### config.mk
export PLATFORM = sky130hd
export DESIGN_NAME = uirq_hold_ctrl
export DESIGN_NICKNAME = d
export VERILOG_FILES = /design/src/rtl/uirq_pkg.sv /design/src/rtl/uirq_line_bank.sv /design/src/rtl/uirq_axil_port.sv /design/src/rtl/uirq_hold_ctrl.sv
export SDC_FILE = /design/constraint.sdc
export NUM_CORES = 1
export LEC_CHECK = 0
export ABC_CLOCK_PERIOD_IN_PS = 1750
export BUFFER_PORTS_ARGS = -buffer_cell sky130_fd_sc_hd__buf_2
export CAP_MARGIN = 15
export CORE_AREA = 2 2 59 66
export DETAILED_ROUTE_END_ITERATION = 7
export DIE_AREA = 0 0 61 68
export PLACE_DENSITY = 0.82
export SLEW_MARGIN = 20
export SYNTH_ARGS = -nofsm -noshare
export SYNTH_HDL_FRONTEND = slang
export SYNTH_SLANG_ARGS = --single-unit
export TNS_END_PERCENT = 50
### constraint.sdc
create_clock -name clk -period 1.75 [get_ports clk]
set_input_delay 0.35 -clock clk [delete_from_list [all_inputs] [get_ports clk]]
set_output_delay 0.35 -clock clk [all_outputs]
set_load 0.02 [all_outputs]
### src/rtl/uirq_pkg.sv
package uirq_pkg;
  // word indices (byte offset / 4)
  localparam int unsigned WORD_PEND = 0;
  localparam int unsigned WORD_CLR  = 1;
  localparam int unsigned WORD_MASK = 2;
  localparam logic [1:0]  RESP_OKAY = 2'b00;
endpackage

### src/rtl/uirq_line_bank.sv
module uirq_line_bank #(
  parameter int NUM_IRQ = 4
) (
  input  logic               clk,
  input  logic               rst,
  input  logic [NUM_IRQ-1:0] req_i,
  input  logic [NUM_IRQ-1:0] ack_i,
  input  logic [NUM_IRQ-1:0] clr_i,
  input  logic               mask_we_i,
  input  logic [NUM_IRQ-1:0] mask_wd_i,
  output logic [NUM_IRQ-1:0] pend_o,
  output logic [NUM_IRQ-1:0] mask_o,
  output logic [NUM_IRQ-1:0] irq_o
);
  logic [NUM_IRQ-1:0] req_d, pend_q, served_q, irq_q, mask_q;
  logic [NUM_IRQ-1:0] pend_n, served_n, mask_n;

  assign mask_n = mask_we_i ? mask_wd_i : mask_q;

  genvar g;
  generate
    for (g = 0; g < NUM_IRQ; g++) begin : g_line
      logic rise;
      assign rise        = req_i[g] & ~req_d[g];
      // a fresh edge wins over a clear on the same cycle
      assign pend_n[g]   = rise | (pend_q[g] & ~clr_i[g]);
      assign served_n[g] = ~clr_i[g] & (served_q[g] | (ack_i[g] & irq_q[g]));

      always_ff @(posedge clk) begin
        if (rst) begin
          req_d[g]    <= 1'b0;
          pend_q[g]   <= 1'b0;
          served_q[g] <= 1'b0;
          irq_q[g]    <= 1'b0;
        end else begin
          req_d[g]    <= req_i[g];
          pend_q[g]   <= pend_n[g];
          served_q[g] <= served_n[g];
          irq_q[g]    <= pend_n[g] & mask_n[g] & ~served_n[g];
        end
      end

      AST_EDGE_SETS: assert property (@(posedge clk) disable iff (rst)
        $rose(req_i[g]) |=> pend_q[g]);
      AST_PEND_STICKY: assert property (@(posedge clk) disable iff (rst)
        (pend_q[g] && !clr_i[g]) |=> pend_q[g]);
      AST_IRQ_GATED: assert property (@(posedge clk) disable iff (rst)
        irq_q[g] |-> (pend_q[g] && mask_q[g]));
      AST_ACK_DROPS: assert property (@(posedge clk) disable iff (rst)
        (irq_q[g] && ack_i[g] && !clr_i[g]) |=> !irq_q[g]);
    end
  endgenerate

  always_ff @(posedge clk) begin
    if (rst) mask_q <= '1;
    else     mask_q <= mask_n;
  end

  assign pend_o = pend_q;
  assign mask_o = mask_q;
  assign irq_o  = irq_q;
endmodule

### src/rtl/uirq_axil_port.sv
module uirq_axil_port
  import uirq_pkg::*;
#(
  parameter int NUM_IRQ = 4,
  parameter int ADDR_W  = 4,
  parameter int DATA_W  = 32
) (
  input  logic               clk,
  input  logic               rst,
  input  logic [ADDR_W-1:0]  awaddr,
  input  logic               awvalid,
  output logic               awready,
  input  logic [DATA_W-1:0]  wdata,
  input  logic               wvalid,
  output logic               wready,
  output logic [1:0]         bresp,
  output logic               bvalid,
  input  logic               bready,
  input  logic [ADDR_W-1:0]  araddr,
  input  logic               arvalid,
  output logic               arready,
  output logic [DATA_W-1:0]  rdata,
  output logic [1:0]         rresp,
  output logic               rvalid,
  input  logic               rready,
  input  logic [NUM_IRQ-1:0] pend_i,
  input  logic [NUM_IRQ-1:0] mask_i,
  output logic [NUM_IRQ-1:0] clr_o,
  output logic               mask_we_o,
  output logic [NUM_IRQ-1:0] mask_wd_o
);
  localparam int IDX_W = ADDR_W - 2;

  logic              bvalid_q, rvalid_q, wr_fire, rd_fire, wr_aligned, rd_aligned;
  logic [IDX_W-1:0]  wr_idx, rd_idx;
  logic [DATA_W-1:0] rdata_q, rd_word;

  assign wr_fire    = awvalid & wvalid & ~bvalid_q;
  assign awready    = wr_fire;
  assign wready     = wr_fire;
  assign wr_idx     = awaddr[ADDR_W-1:2];
  assign wr_aligned = (awaddr[1:0] == 2'b00);

  assign clr_o     = (wr_fire && wr_aligned && wr_idx == IDX_W'(WORD_CLR))
                     ? wdata[NUM_IRQ-1:0] : '0;
  assign mask_we_o = wr_fire && wr_aligned && wr_idx == IDX_W'(WORD_MASK);
  assign mask_wd_o = wdata[NUM_IRQ-1:0];

  always_ff @(posedge clk) begin
    if (rst)          bvalid_q <= 1'b0;
    else if (wr_fire) bvalid_q <= 1'b1;
    else if (bready)  bvalid_q <= 1'b0;
  end

  assign arready    = ~rvalid_q;
  assign rd_fire    = arvalid & ~rvalid_q;
  assign rd_idx     = araddr[ADDR_W-1:2];
  assign rd_aligned = (araddr[1:0] == 2'b00);

  always_comb begin
    rd_word = '0;
    if (rd_aligned && rd_idx == IDX_W'(WORD_PEND))      rd_word[NUM_IRQ-1:0] = pend_i;
    else if (rd_aligned && rd_idx == IDX_W'(WORD_MASK)) rd_word[NUM_IRQ-1:0] = mask_i;
  end

  always_ff @(posedge clk) begin
    if (rst) begin
      rvalid_q <= 1'b0;
      rdata_q  <= '0;
    end else if (rd_fire) begin
      rvalid_q <= 1'b1;
      rdata_q  <= rd_word;
    end else if (rready) begin
      rvalid_q <= 1'b0;
    end
  end

  assign bvalid = bvalid_q;
  assign bresp  = RESP_OKAY;
  assign rvalid = rvalid_q;
  assign rresp  = RESP_OKAY;
  assign rdata  = rdata_q;

  AST_B_HOLD: assert property (@(posedge clk) disable iff (rst)
    (bvalid_q && !bready) |=> bvalid_q);
  AST_R_HOLD: assert property (@(posedge clk) disable iff (rst)
    (rvalid_q && !rready) |=> (rvalid_q && $stable(rdata_q)));
  AST_NO_CLR_IDLE: assert property (@(posedge clk) disable iff (rst)
    !(awvalid && wvalid) |-> (clr_o == '0 && !mask_we_o));
endmodule

### src/rtl/uirq_hold_ctrl.sv
module uirq_hold_ctrl #(
  parameter int NUM_IRQ = 4,
  parameter int ADDR_W  = 4,
  parameter int DATA_W  = 32
) (
  input  logic               clk,
  input  logic               rst,
  input  logic [NUM_IRQ-1:0] usr_req_i,
  output logic [NUM_IRQ-1:0] dma_irq_o,
  input  logic [NUM_IRQ-1:0] dma_ack_i,
  input  logic [ADDR_W-1:0]  s_axil_awaddr,
  input  logic               s_axil_awvalid,
  output logic               s_axil_awready,
  input  logic [DATA_W-1:0]  s_axil_wdata,
  input  logic               s_axil_wvalid,
  output logic               s_axil_wready,
  output logic [1:0]         s_axil_bresp,
  output logic               s_axil_bvalid,
  input  logic               s_axil_bready,
  input  logic [ADDR_W-1:0]  s_axil_araddr,
  input  logic               s_axil_arvalid,
  output logic               s_axil_arready,
  output logic [DATA_W-1:0]  s_axil_rdata,
  output logic [1:0]         s_axil_rresp,
  output logic               s_axil_rvalid,
  input  logic               s_axil_rready
);
  logic [NUM_IRQ-1:0] pend, mask, clr, mask_wd;
  logic               mask_we;

  uirq_axil_port #(.NUM_IRQ(NUM_IRQ), .ADDR_W(ADDR_W), .DATA_W(DATA_W)) u_port (
    .clk(clk), .rst(rst),
    .awaddr(s_axil_awaddr), .awvalid(s_axil_awvalid), .awready(s_axil_awready),
    .wdata(s_axil_wdata), .wvalid(s_axil_wvalid), .wready(s_axil_wready),
    .bresp(s_axil_bresp), .bvalid(s_axil_bvalid), .bready(s_axil_bready),
    .araddr(s_axil_araddr), .arvalid(s_axil_arvalid), .arready(s_axil_arready),
    .rdata(s_axil_rdata), .rresp(s_axil_rresp), .rvalid(s_axil_rvalid),
    .rready(s_axil_rready),
    .pend_i(pend), .mask_i(mask), .clr_o(clr),
    .mask_we_o(mask_we), .mask_wd_o(mask_wd)
  );

  uirq_line_bank #(.NUM_IRQ(NUM_IRQ)) u_bank (
    .clk(clk), .rst(rst),
    .req_i(usr_req_i), .ack_i(dma_ack_i), .clr_i(clr),
    .mask_we_i(mask_we), .mask_wd_i(mask_wd),
    .pend_o(pend), .mask_o(mask), .irq_o(dma_irq_o)
  );

  AST_RESET_QUIET: assert property (@(posedge clk)
    $past(rst) |-> (dma_irq_o == '0 && !s_axil_bvalid && !s_axil_rvalid));
endmodule

Word-level counts from Yosys, hierarchy flattened
Index checks and enable logic that the tools add are counted.

storage, ports and cells
  flip-flop bits (word level) = 26
  output and inout port bits = 45
  logic and storage cells = 90

operators by class
  equality and inequality tests = 3
  mux-type cells = 8
  bitwise logic cells = 49
  reduce and logical (&&, ||, !) cells = 10

operators with widths
  operator            count
  $and 1x1->1         27
  $mux 4              4
  $not 1->1           14
  $or 1x1->1          8
  $logic_not 2->1     3
  $logic_and 1x1->1   5
  $eq 2x2->1 const B  2
  $mux 1              4
  $reduce_bool 2->1   2
  $eq 2x1->1 const B  1

Longest topological paths before layout
Gate-level depths: netlist of run 1.

  word-level depth = 10
  depth in mapped cells = 5
  gate-level depth less buffers = 4

Modules after synthesis
From an unflattened synthesis of run 1, not the netlist that was laid out.

second synthesis, totals
  cells, all modules = 138
  area, all modules = 1,357.6 um2

modules (own cells, without submodules)
  module          instances  cells each  area an instance (um2)  seq. area each (um2)
  uirq_line_bank  1          62          715.7                   400.4
  uirq_axil_port  1          76          641.9                   120.1

Least setup slack after synthesis of run 1
Ideal clock, no wire load.

  path type = register to register
  start point = register u_port.bvalid_q, in the netlist u_port.bvalid
  end point = register u_bank.irq_q[0], in the netlist u_bank.irq_o[0]
  library setup time = 0.118 ns
  arrival = 1.365 ns
  required time = 1.632 ns
  path slack = 0.267 ns
  stages on the path, launching flop included = 6
  path buffers = 1
  period minus slack after synthesis = 1.483 ns
  cell sequence = dfxtp_1 nand3b_4 or4_1 buf_2 a21oi_1 nor3b_1

between the ends
  cells in the longest elaborated chain, start to end = 10
  elaborated cells between the ends (all ways) = 14
  classes of those cells = 2 x mux; 9 x bitwise; 3 x reduce/logical

RTL lines
  what                           RTL line                                    text
  start, declared                uirq_axil_port.sv:34                        logic bvalid_q, rvalid_q, wr_fire, rd_fire, wr_aligned, rd_aligned;
  start signal, assigned         uirq_axil_port.sv:50                        if (rst) bvalid_q <= 1'b0;
  start signal, assigned         uirq_axil_port.sv:51                        else if (wr_fire) bvalid_q <= 1'b1;
  start signal, assigned         uirq_axil_port.sv:52                        else if (bready) bvalid_q <= 1'b0;
  $not 1->1 (*)                  uirq_axil_port.sv:38                        assign wr_fire = awvalid & wvalid & ~bvalid_q;
  $and 1x1->1 (*)                uirq_axil_port.sv:38
  $logic_and 1x1->1 (*)          uirq_axil_port.sv:44, uirq_axil_port.sv:46
  $logic_and 1x1->1              uirq_axil_port.sv:44                        assign clr_o = (wr_fire && wr_aligned && wr_idx == IDX_W'(WORD_CLR))
  $mux 4                         uirq_axil_port.sv:45                        ? wdata[NUM_IRQ-1:0] : '0;
  $not 1->1                      uirq_line_bank.sv:26, uirq_line_bank.sv:27
  $and 1x1->1                    uirq_line_bank.sv:26                        assign pend_n[g] = rise | (pend_q[g] & ~clr_i[g]);
  $or 1x1->1                     uirq_line_bank.sv:26
  $and 1x1->1                    uirq_line_bank.sv:39                        irq_q[g] <= pend_n[g] & mask_n[g] & ~served_n[g];
  $and 1x1->1 (*)                uirq_line_bank.sv:39
  end signal, assigned by index  uirq_line_bank.sv:39
  end, declared                  uirq_line_bank.sv:15                        logic [NUM_IRQ-1:0] req_d, pend_q, served_q, irq_q, mask_q;

Every way passes the cells marked *; elsewhere a longest branch is shown, timed or not.
A chain may end at the register's enable or synchronous reset.

Worst setup path after layout of run 1
  start point = register u_port.bvalid_q, in the netlist u_port.bvalid
  end point = register u_bank.irq_q[2], in the netlist u_bank.irq_o[2]

The elaborated chain is that of the path after synthesis.

==> run metrics, run 1 <==
FP Rows=23; layout cells sized above 1=27.22%; Hold WS=0.2514 ns; Max Slew Vio Count=0; post-CTS resize count=0; minimum clock period=1.540 ns; Core Area=0.003540 mm2; Worst EP required=1.92 ns; Nets=236; status=finished clean; initial core utilization=36.73%; met1 WL=966 um; critical path endpoint category=register; Clk Latency, worst-skew pair=0.27 ns; Die Wd=61 um; Met2 Wirelength=1.052 mm; DR vias=978; crit path max fanout=8; CTS Buffer Depth=2; diode count=0; IR drop worst, VDD=0.3468 mV; setup TNS=0 ns; post-synthesis mux area share=0%; final total power=1.287 mW; metal3 WL=204 um; PortBufs=39; TritonCTS clock tree=yes; area growth from synthesis to layout=13.86%; Cell Area, Synth=0.001300 mm2; Synth Area in Compound Gates=13.67%; Tot GR Track Use=11.84%; Post CTS Setup Buffer Count=0; Crit Path Class=reg -> reg; Worst Setup Start Kind=register; Mapped Cells=140; Residual DRC=0; gr ovfl total=0; Pwr Density=869.8 mW/mm2; worst hold path class=in -> reg; Fin. Hold Viols=0; hold_buf cts=0; Ports=100; Highest Signal Layer=met4; DRT Wirelength=2.268 mm; Starting DRT DRC Count=31; clk slew on worst S/H paths=0.09 ns; MaxCap Viol Count=0; Finish-stage setup viols=0; Mean Syn Cell Area=9.286 um2; fmax=649.4 MHz; Synth Area in Adders=0%; die area=0.004148 mm2; simple-gate share of the synthesized area=24.54%; initial antenna violation count=0; Clock Skews=0.001409 ns; Antenna Nets Post-Route=0; Leakage Power=0.6973 nW; Synth Warn #=0; Detailed Routing Iterations Pass 1=3; Seq cells post-synth=26; CTS buffer count=3; pin count of the biggest net entering global routing=23; Worst EP arrival=1.71 ns; Die Ht=68 um; Root Buffer=clkbuf_8; hpwl dp=1.789 mm; Wirelength per Cell=9.861 um; Sink Count=26; Netlist cell types=26; main combinational cell family by area after synthesis=simple AND/OR/NAND/NOR gates; vias in the first global route=891; first-pass GRT wire length=3.657 mm; Final period util=88.00%; Synth Area in XOR/XNOR=0%; unrepaired setup endpoints after global routing=false; routability cong.=0.7083; Final Core Density=41.82%; # H-tree levels=1; drt via density=4.252; register area share after synthesis=40.04%
cells in the final DEF (no fill, tap or decap), drive strengths merged:
master  count
inv         2
nand2b      6
nor3b       4
nor4b       1
clkbuf      4
nand2       9
nor2        5
dfxtp      26
a21oi       9
nand3b      5
a221oi      4
a211oi      5
nor4        3
nor3        4
o22ai       4
nor2b       9
a311oi      4
conb       32
or2b        1
or4         1
buf        42
worst max-delay path, stage by stage (launching register included):
cell and delay [ns]:
dfxtp_1 0.33, nand3b_4 0.20, or4_1 0.66, a21oi_1 0.19, nor3b_1 0.06
where the power goes:
part	internal [mW]	switching [mW]	total (mW)
clock network	0.201	0.186	0.388
registers	0.630	0.0171	0.647
logic	0.0839	0.168	0.252
total	0.916	0.372	1.29
worst paths after layout:
kind,start,endpoint,slack [ns],cells past startpoint
worst max-delay path,u_port.bvalid,u_bank.irq_o[2],0.21,4
worst min-delay path,s_axil_rready,u_port.rvalid,0.25,2
worst max register to register,u_port.bvalid,u_bank.irq_o[2],0.21,4
worst min register to register,u_port.rdata[3],u_port.rdata[3],0.49,2
cell type report:
| class | count | area, um2 |
|---|---|---|
| Inverter | 2 | 7.507 |
| Fill cell | 394 | 2059 |
| Sequential cell | 26 | 520.5 |
| Timing Repair Buffer | 42 | 217.7 |
| Tap cell | 50 | 62.56 |
| Multi-Input combinational cell | 106 | 616.8 |
| Clock buffer | 4 | 55.05 |
synthesized netlist by cell type (all sizes together):
library cell	number	area, um2
a211oi	5	37.54
a21oi	9	45.04
a221oi	4	35.03
a311oi	4	35.03
buf	36	267.8
clkbuf	1	3.750
conb	1	3.750
dfxtp	26	520.5
inv	2	7.510
nand2	9	33.78
nand2b	6	37.54
nand3b	5	50.05
nor2	5	18.77
nor2b	9	56.30
nor3	4	20.02
nor3b	4	30.03
nor4	3	48.80
nor4b	1	8.760
o22ai	4	25.02
or2b	1	7.510
or4	1	7.510
per-stage QoR:
step / cells / area, um2 / setup slack, ns
2_1_floorplan: 171 / 1416 / 0.2669
3_3_place_gp: 226 / 1425 / 0.1532
3_5_place_dp: 226 / 1425 / 0.1263
4_1_cts: 230 / 1480 / 0.1886
5_1_grt: 230 / 1480 / 0.08183
6_report: 230 / 1480 / 0.2100
logic make-up (layout without fill, tap and decap cells):
kind of cell    Yosys count  count (layout)
simple gates             48              48
buf+inv                  39              48
compound gates           26              26
flops                    26              26
other cells               1              32
registers in the layout (all words and copies together), names as in the netlist:
| register | flops |
|---|---|
| u_bank.irq_o | 4 |
| u_port.rvalid | 1 |
| u_port.rdata | 4 |
| u_port.bvalid | 1 |
| u_bank.mask_o | 4 |
| u_bank.pend_o | 4 |
| u_bank.served_q | 4 |
| u_bank.req_d | 4 |
metal layers:
metal	up-vias	track usage, %
met5	-	0
met4	0	6.522
met3	5	2.647
met2	45	19.76
met1	423	13.87
li1	505	-
Note: power is estimated with default switching activity, not from simulation.
==> run 2, diff against run 1 <==
--- a/config.mk
+++ b/config.mk
@@ -5,13 +5,13 @@
 export SDC_FILE = /design/constraint.sdc
 export NUM_CORES = 1
 export LEC_CHECK = 0
-export ABC_CLOCK_PERIOD_IN_PS = 1750
+export ABC_CLOCK_PERIOD_IN_PS = 1850
 export BUFFER_PORTS_ARGS = -buffer_cell sky130_fd_sc_hd__buf_2
 export CAP_MARGIN = 15
-export CORE_AREA = 2 2 59 66
+export CORE_AREA = 2 2 57 64
 export DETAILED_ROUTE_END_ITERATION = 7
-export DIE_AREA = 0 0 61 68
-export PLACE_DENSITY = 0.82
+export DIE_AREA = 0 0 59 66
+export PLACE_DENSITY = 0.87
 export SLEW_MARGIN = 20
 export SYNTH_ARGS = -nofsm -noshare
 export SYNTH_HDL_FRONTEND = slang
==> constraint.sdc (replaced) <==
create_clock -name clk -period 1.85 [get_ports clk]
set_input_delay 0.37 -clock clk [delete_from_list [all_inputs] [get_ports clk]]
set_output_delay 0.37 -clock clk [all_outputs]
set_load 0.02 [all_outputs]
==> run metrics, run 2 (synthesized netlist as in run 1, its figures left out) <==
Nets=236; pre-CTS setup slack=0.1802 ns; Tot GR Track Use=12.41%; Max-slew headroom=57.41%; CTS Buffer Depth=2; gr ovfl total=0; MaxCap Viol Count=0; Clock Skews=0.008848 ns; DRT Wirelength=2.286 mm; Worst Setup Start Kind=register; IR drop worst, VDD=0.2836 mV; Leakage Power=0.6896 nW; R2R depth=4; pin count of the biggest net entering global routing=23; crit path max fanout=8; Residual DRC=0; area growth from synthesis to layout=11.07%; placed cell areas=0.001408 mm2; drt via density=4.634; Fin. Hold Viols=0; Final period util=85.48%; die area=0.003894 mm2; fin cells=216; Sink Count=26; Pwr Density=784.5 mW/mm2; worst hold path class=in -> reg; status=finished clean; Crit Path Class=reg -> reg; Root Buffer=clkbuf_4; critical path endpoint category=register; Wirelength per Cell=10.58 um; minimum clock period=1.581 ns; hpwl dp=1.817 mm; Ports=100; Finish-stage setup viols=0; Slew @ Worst Pin=0.6330 ns; layout cells sized above 1=27.22%; design area=0.001444 mm2; Max Slew Vio Count=0; # H-tree levels=1; most frequent cells in the layout=39 x buf_2, 32 x conb_1, 26 x dfxtp_1; most common cell after layout, fill and taps aside=buf_2; Hold WS=0.2220 ns; diode count=0; DR vias=1001; final total power=1.133 mW; TritonCTS clock tree=yes; Clk Latency, worst-skew pair=0.31 ns; fmax=632.3 MHz; post-CTS resize count=0; vias in the first global route=883; Die Ht=66 um; hold_buf cts=0; PortBufs=39; first-pass GRT wire length=3.698 mm; Die Wd=59 um; CTS buffer count=3; FP Rows=22; initial antenna violation count=0; Detailed Routing Iterations Pass 1=4; Antenna Nets Post-Route=0; setup ws final=0.2686 ns; Worst EP required=2.07 ns; Starting DRT DRC Count=26; Final Core Density=44.45%; Worst EP arrival=1.80 ns; Core Area=0.003248 mm2; Post CTS Setup Buffer Count=0; routability cong.=0.7081; initial core utilization=40.02%; Min-Delay Path Depth=2; dpl cells=212; setup TNS=0 ns; clk slew on worst S/H paths=0.14 ns; unrepaired setup endpoints after global routing=false
run 2: cell counts in the layout (fill, tap and decap cells not counted):
No cell type changed its count.
run 2: area by class of cell:
cell class                      instances  area (um2)
Sequential cell                        26       520.5
Timing Repair Buffer                   42       217.7
Clock buffer                            4       36.28
Fill cell                             350        1804
Inverter                                2       7.507
Multi-Input combinational cell        106       616.8
Tap cell                               36       45.04
run 2: worst paths after layout:
kind | startpoint | endpoint | slack, ns
max | u_port.bvalid | u_bank.irq_o[2] | 0.27
min | s_axil_rready | u_port.rvalid | 0.22
max reg2reg | u_port.bvalid | u_bank.irq_o[2] | 0.27
min reg2reg | u_port.rdata[2] | u_port.rdata[2] | 0.50
run 2: worst max-delay path, stage by stage (launching register included):
cell and delay [ns]:
dfxtp_1 0.35, nand3b_4 0.20, or4_1 0.67, a21oi_1 0.20, nor3b_1 0.07
run 2: report_power, final:
part	internal, mW	total, mW	switching (mW)
combinational	0.0789	0.240	0.161
sequential	0.597	0.614	0.0167
clock	0.120	0.280	0.160
total	0.796	1.13	0.337
run 2: layer usage:
metal / vias to the layer above / GRT usage [%] / part of all wire (%)
li1: 513 / - / -
met1: 444 / 15.21 / 43
met2: 42 / 20.83 / 50
met3: 2 / 2.544 / 6.7
met4: 0 / 5.114 / 0.52
met5: - / 0 / 0
==> run 3, diff against run 2 <==
--- a/config.mk
+++ b/config.mk
@@ -5,13 +5,15 @@
 export SDC_FILE = /design/constraint.sdc
 export NUM_CORES = 1
 export LEC_CHECK = 0
+export ABC_AREA = 1
 export ABC_CLOCK_PERIOD_IN_PS = 1850
 export BUFFER_PORTS_ARGS = -buffer_cell sky130_fd_sc_hd__buf_2
 export CAP_MARGIN = 15
-export CORE_AREA = 2 2 57 64
+export CORE_AREA = 2 2 56 64
 export DETAILED_ROUTE_END_ITERATION = 7
-export DIE_AREA = 0 0 59 66
-export PLACE_DENSITY = 0.87
+export DIE_AREA = 0 0 58 66
+export HOLD_SLACK_MARGIN = 0.1
+export PLACE_DENSITY = 0.89
 export SLEW_MARGIN = 20
 export SYNTH_ARGS = -nofsm -noshare
 export SYNTH_HDL_FRONTEND = slang
==> run metrics, run 3 <==
Sink Count=26; PortBufs=39; Critical Path, Cell by Cell=nor2_2, buf_2; DR vias=1081; Post CTS Setup Buffer Count=0; Min-Delay Path Depth=3; Core Area=0.003193 mm2; Finish-stage setup viols=0; diode count=0; hold_buf cts=0; vias in the first global route=907; Yosys top cell area share=39.32%; worst flop-to-flop path startpoint=u_port.bvalid; initial antenna violation count=0; Nets=275; drt via density=4.239; routability cong.=0.7272; register area share after synthesis=39.32%; Synth Warn #=0; Detailed Routing Iterations Pass 1=4; Crit Path Class=reg -> out; asr flop ratio synth=0%; Fin. Hold Viols=0; Cell Area, Synth=0.001324 mm2; Antenna Nets Post-Route=0; CTS Buffer Depth=2; CP max stage delay=0.35 ns; Internal=896.5 uW; slowest CP cell=dfxtp_1; Seq pwr share=49.2%; minimum clock period=1.639 ns; switching share of power=28.76%; Hold WS=0.2407 ns; first-pass GRT wire length=3.657 mm; Leakage Power=0.8593 nW; r2r endpoint=u_bank.irq_o[2]; Worst EP required=1.48 ns; layout cells sized above 1=21.92%; # H-tree levels=1; CTS buffer count=3; most frequent cells in the layout=39 x buf_2, 32 x conb_1, 27 x nand2_1, 27 x nor2_1, 26 x dfxtp_1; clock share of power=30.9%; Worst EP arrival=1.27 ns; synth top area cells=dfxtp_1 39%, buf_4 19%, nand2_1 7.7%, nor2_1 7.7%, inv_1 6.5%; Mean Syn Cell Area=7.314 um2; Netlist cell types=18; Residual DRC=0; Mapped Cells=181; Final period util=88.59%; critical path endpoint category=primary output; Clock Skews=0.01068 ns; worst hold path class=in -> reg; top cells by count, synth=33 x buf_4, 27 x nand2_1, 27 x nor2_1; start point of the worst min-delay path=usr_req_i[0]; unrepaired setup endpoints after global routing=false; Max Slew Vio Count=0; Wirelength per Cell=9.039 um; P_sw=361.9 uW; R2R depth=6; FP Rows=22; Ports=100; Die Ht=66 um; initial core utilization=41.46%; Pwr Density=858.8 mW/mm2; Die Wd=58 um; Seq cells post-synth=26; crit path max fanout=12; Root Buffer=clkbuf_4; hpwl dp=1.852 mm; setup TNS=0 ns; MaxCap Viol Count=0; Clk Latency, worst-skew pair=0.33 ns; most common cell after layout, fill and taps aside=buf_2; die area=0.003828 mm2; clk slew on worst S/H paths=0.14 ns; Hold EP=u_bank.req_d[0]; area growth from synthesis to layout=10.68%; prevailing post-synth register cell=dfxtp_1; Worst Setup Start Kind=register; Post-synth EDFFs=0; pin count of the biggest net entering global routing=23; FF-to-FF setup slack=0.54 ns; post-CTS resize count=0; gr ovfl total=0; Tot GR Track Use=12.49%; Comb pwr share=20.0%; DRT Wirelength=2.305 mm; status=finished clean; IR drop worst, VDD=0.3270 mV; leading area contributor after synthesis=dfxtp_1; TritonCTS clock tree=yes; most frequent cell after synthesis=buf_4; fmax=610.2 MHz; Starting DRT DRC Count=13
==> run 3: cell types whose count changed in the layout (fill, tap and decap cells not counted), moves of 5 or more <==
cell and change:
nor2b_1 -9, nand3_1 +9, nand2b_1 -6, nor2_1 +22
nand4_1 +12, a211oi_1 -5, nand2_1 +18, inv_1 +21
==> run 3: cells by family (layout without fill, tap and decap cells) <==
| logic type | Yosys count | in the layout | share of synthesized area (%) |
|---|---|---|---|
| simple gates | 84 | 84 | 28.64 |
| buf+inv | 60 | 67 | 27.03 |
| flops | 26 | 26 | 39.32 |
| compound gates | 10 | 10 | 4.726 |
| other cells | 1 | 32 | 0.2833 |
==> run 3: area by class of cell <==
cell class / count / area, um2
clock inverters: 1 / 30.03
flip-flops and latches: 26 / 520.5
repair buffers: 39 / 195.2
clock buffers: 3 / 22.52
well taps: 36 / 45.04
fillers: 343 / 1728
multi-input cells: 126 / 561.8
inverters: 24 / 90.09
==> run 3: worst max-delay path: cells and delay by family (launching register included) <==
kind                   cells  cell delay (ns)
flip-flops                 1             0.35
AND/OR/NAND/NOR            1             0.35
buffers and inverters      1             0.24
==> run 3: per-stage QoR <==
stage,setup slack (ns),util [%],cells,cell area (um2),total power [mW]
after floorplan,0.6469,-,212,1440,0.8675
after global placement,0.4209,44.24,251,1413,0.8783
after detailed placement,0.3777,44.24,251,1413,0.8833
after CTS,0.1939,45.89,255,1465,1.270
after global routing,0.09516,45.89,255,1465,1.326
final,0.2111,45.89,255,1465,1.258
==> run 3: power groups by stage <==
stage | sequential [mW] | clock (mW) | combinational [mW]
floorplan | 0.654 | 0 | 0.213
global placement | 0.630 | 0 | 0.248
detailed placement | 0.632 | 0 | 0.252
CTS | 0.619 | 0.398 | 0.253
global route | 0.624 | 0.422 | 0.281
finish | 0.619 | 0.388 | 0.251
==> run 3: layer usage <==
metal | global-route usage, % | up-vias | share of wire [%]
li1 | - | 581 | -
met5 | 0 | - | 0
met2 | 22.02 | 44 | 48
met3 | 2.740 | 5 | 8.6
met4 | 6.977 | 0 | 1.9
met1 | 13.64 | 451 | 42
==> run 3: how the worst max path moves through the flow <==
stage | startpoint | end
after floorplan | u_port.rvalid | u_port.rdata[2]
after global placement | s_axil_awvalid | u_bank.irq_o[0]
after detailed placement | s_axil_awvalid | u_bank.irq_o[0]
after CTS | u_port.bvalid | s_axil_awready
after global routing | u_port.bvalid | s_axil_wready
final | u_port.bvalid | s_axil_awready
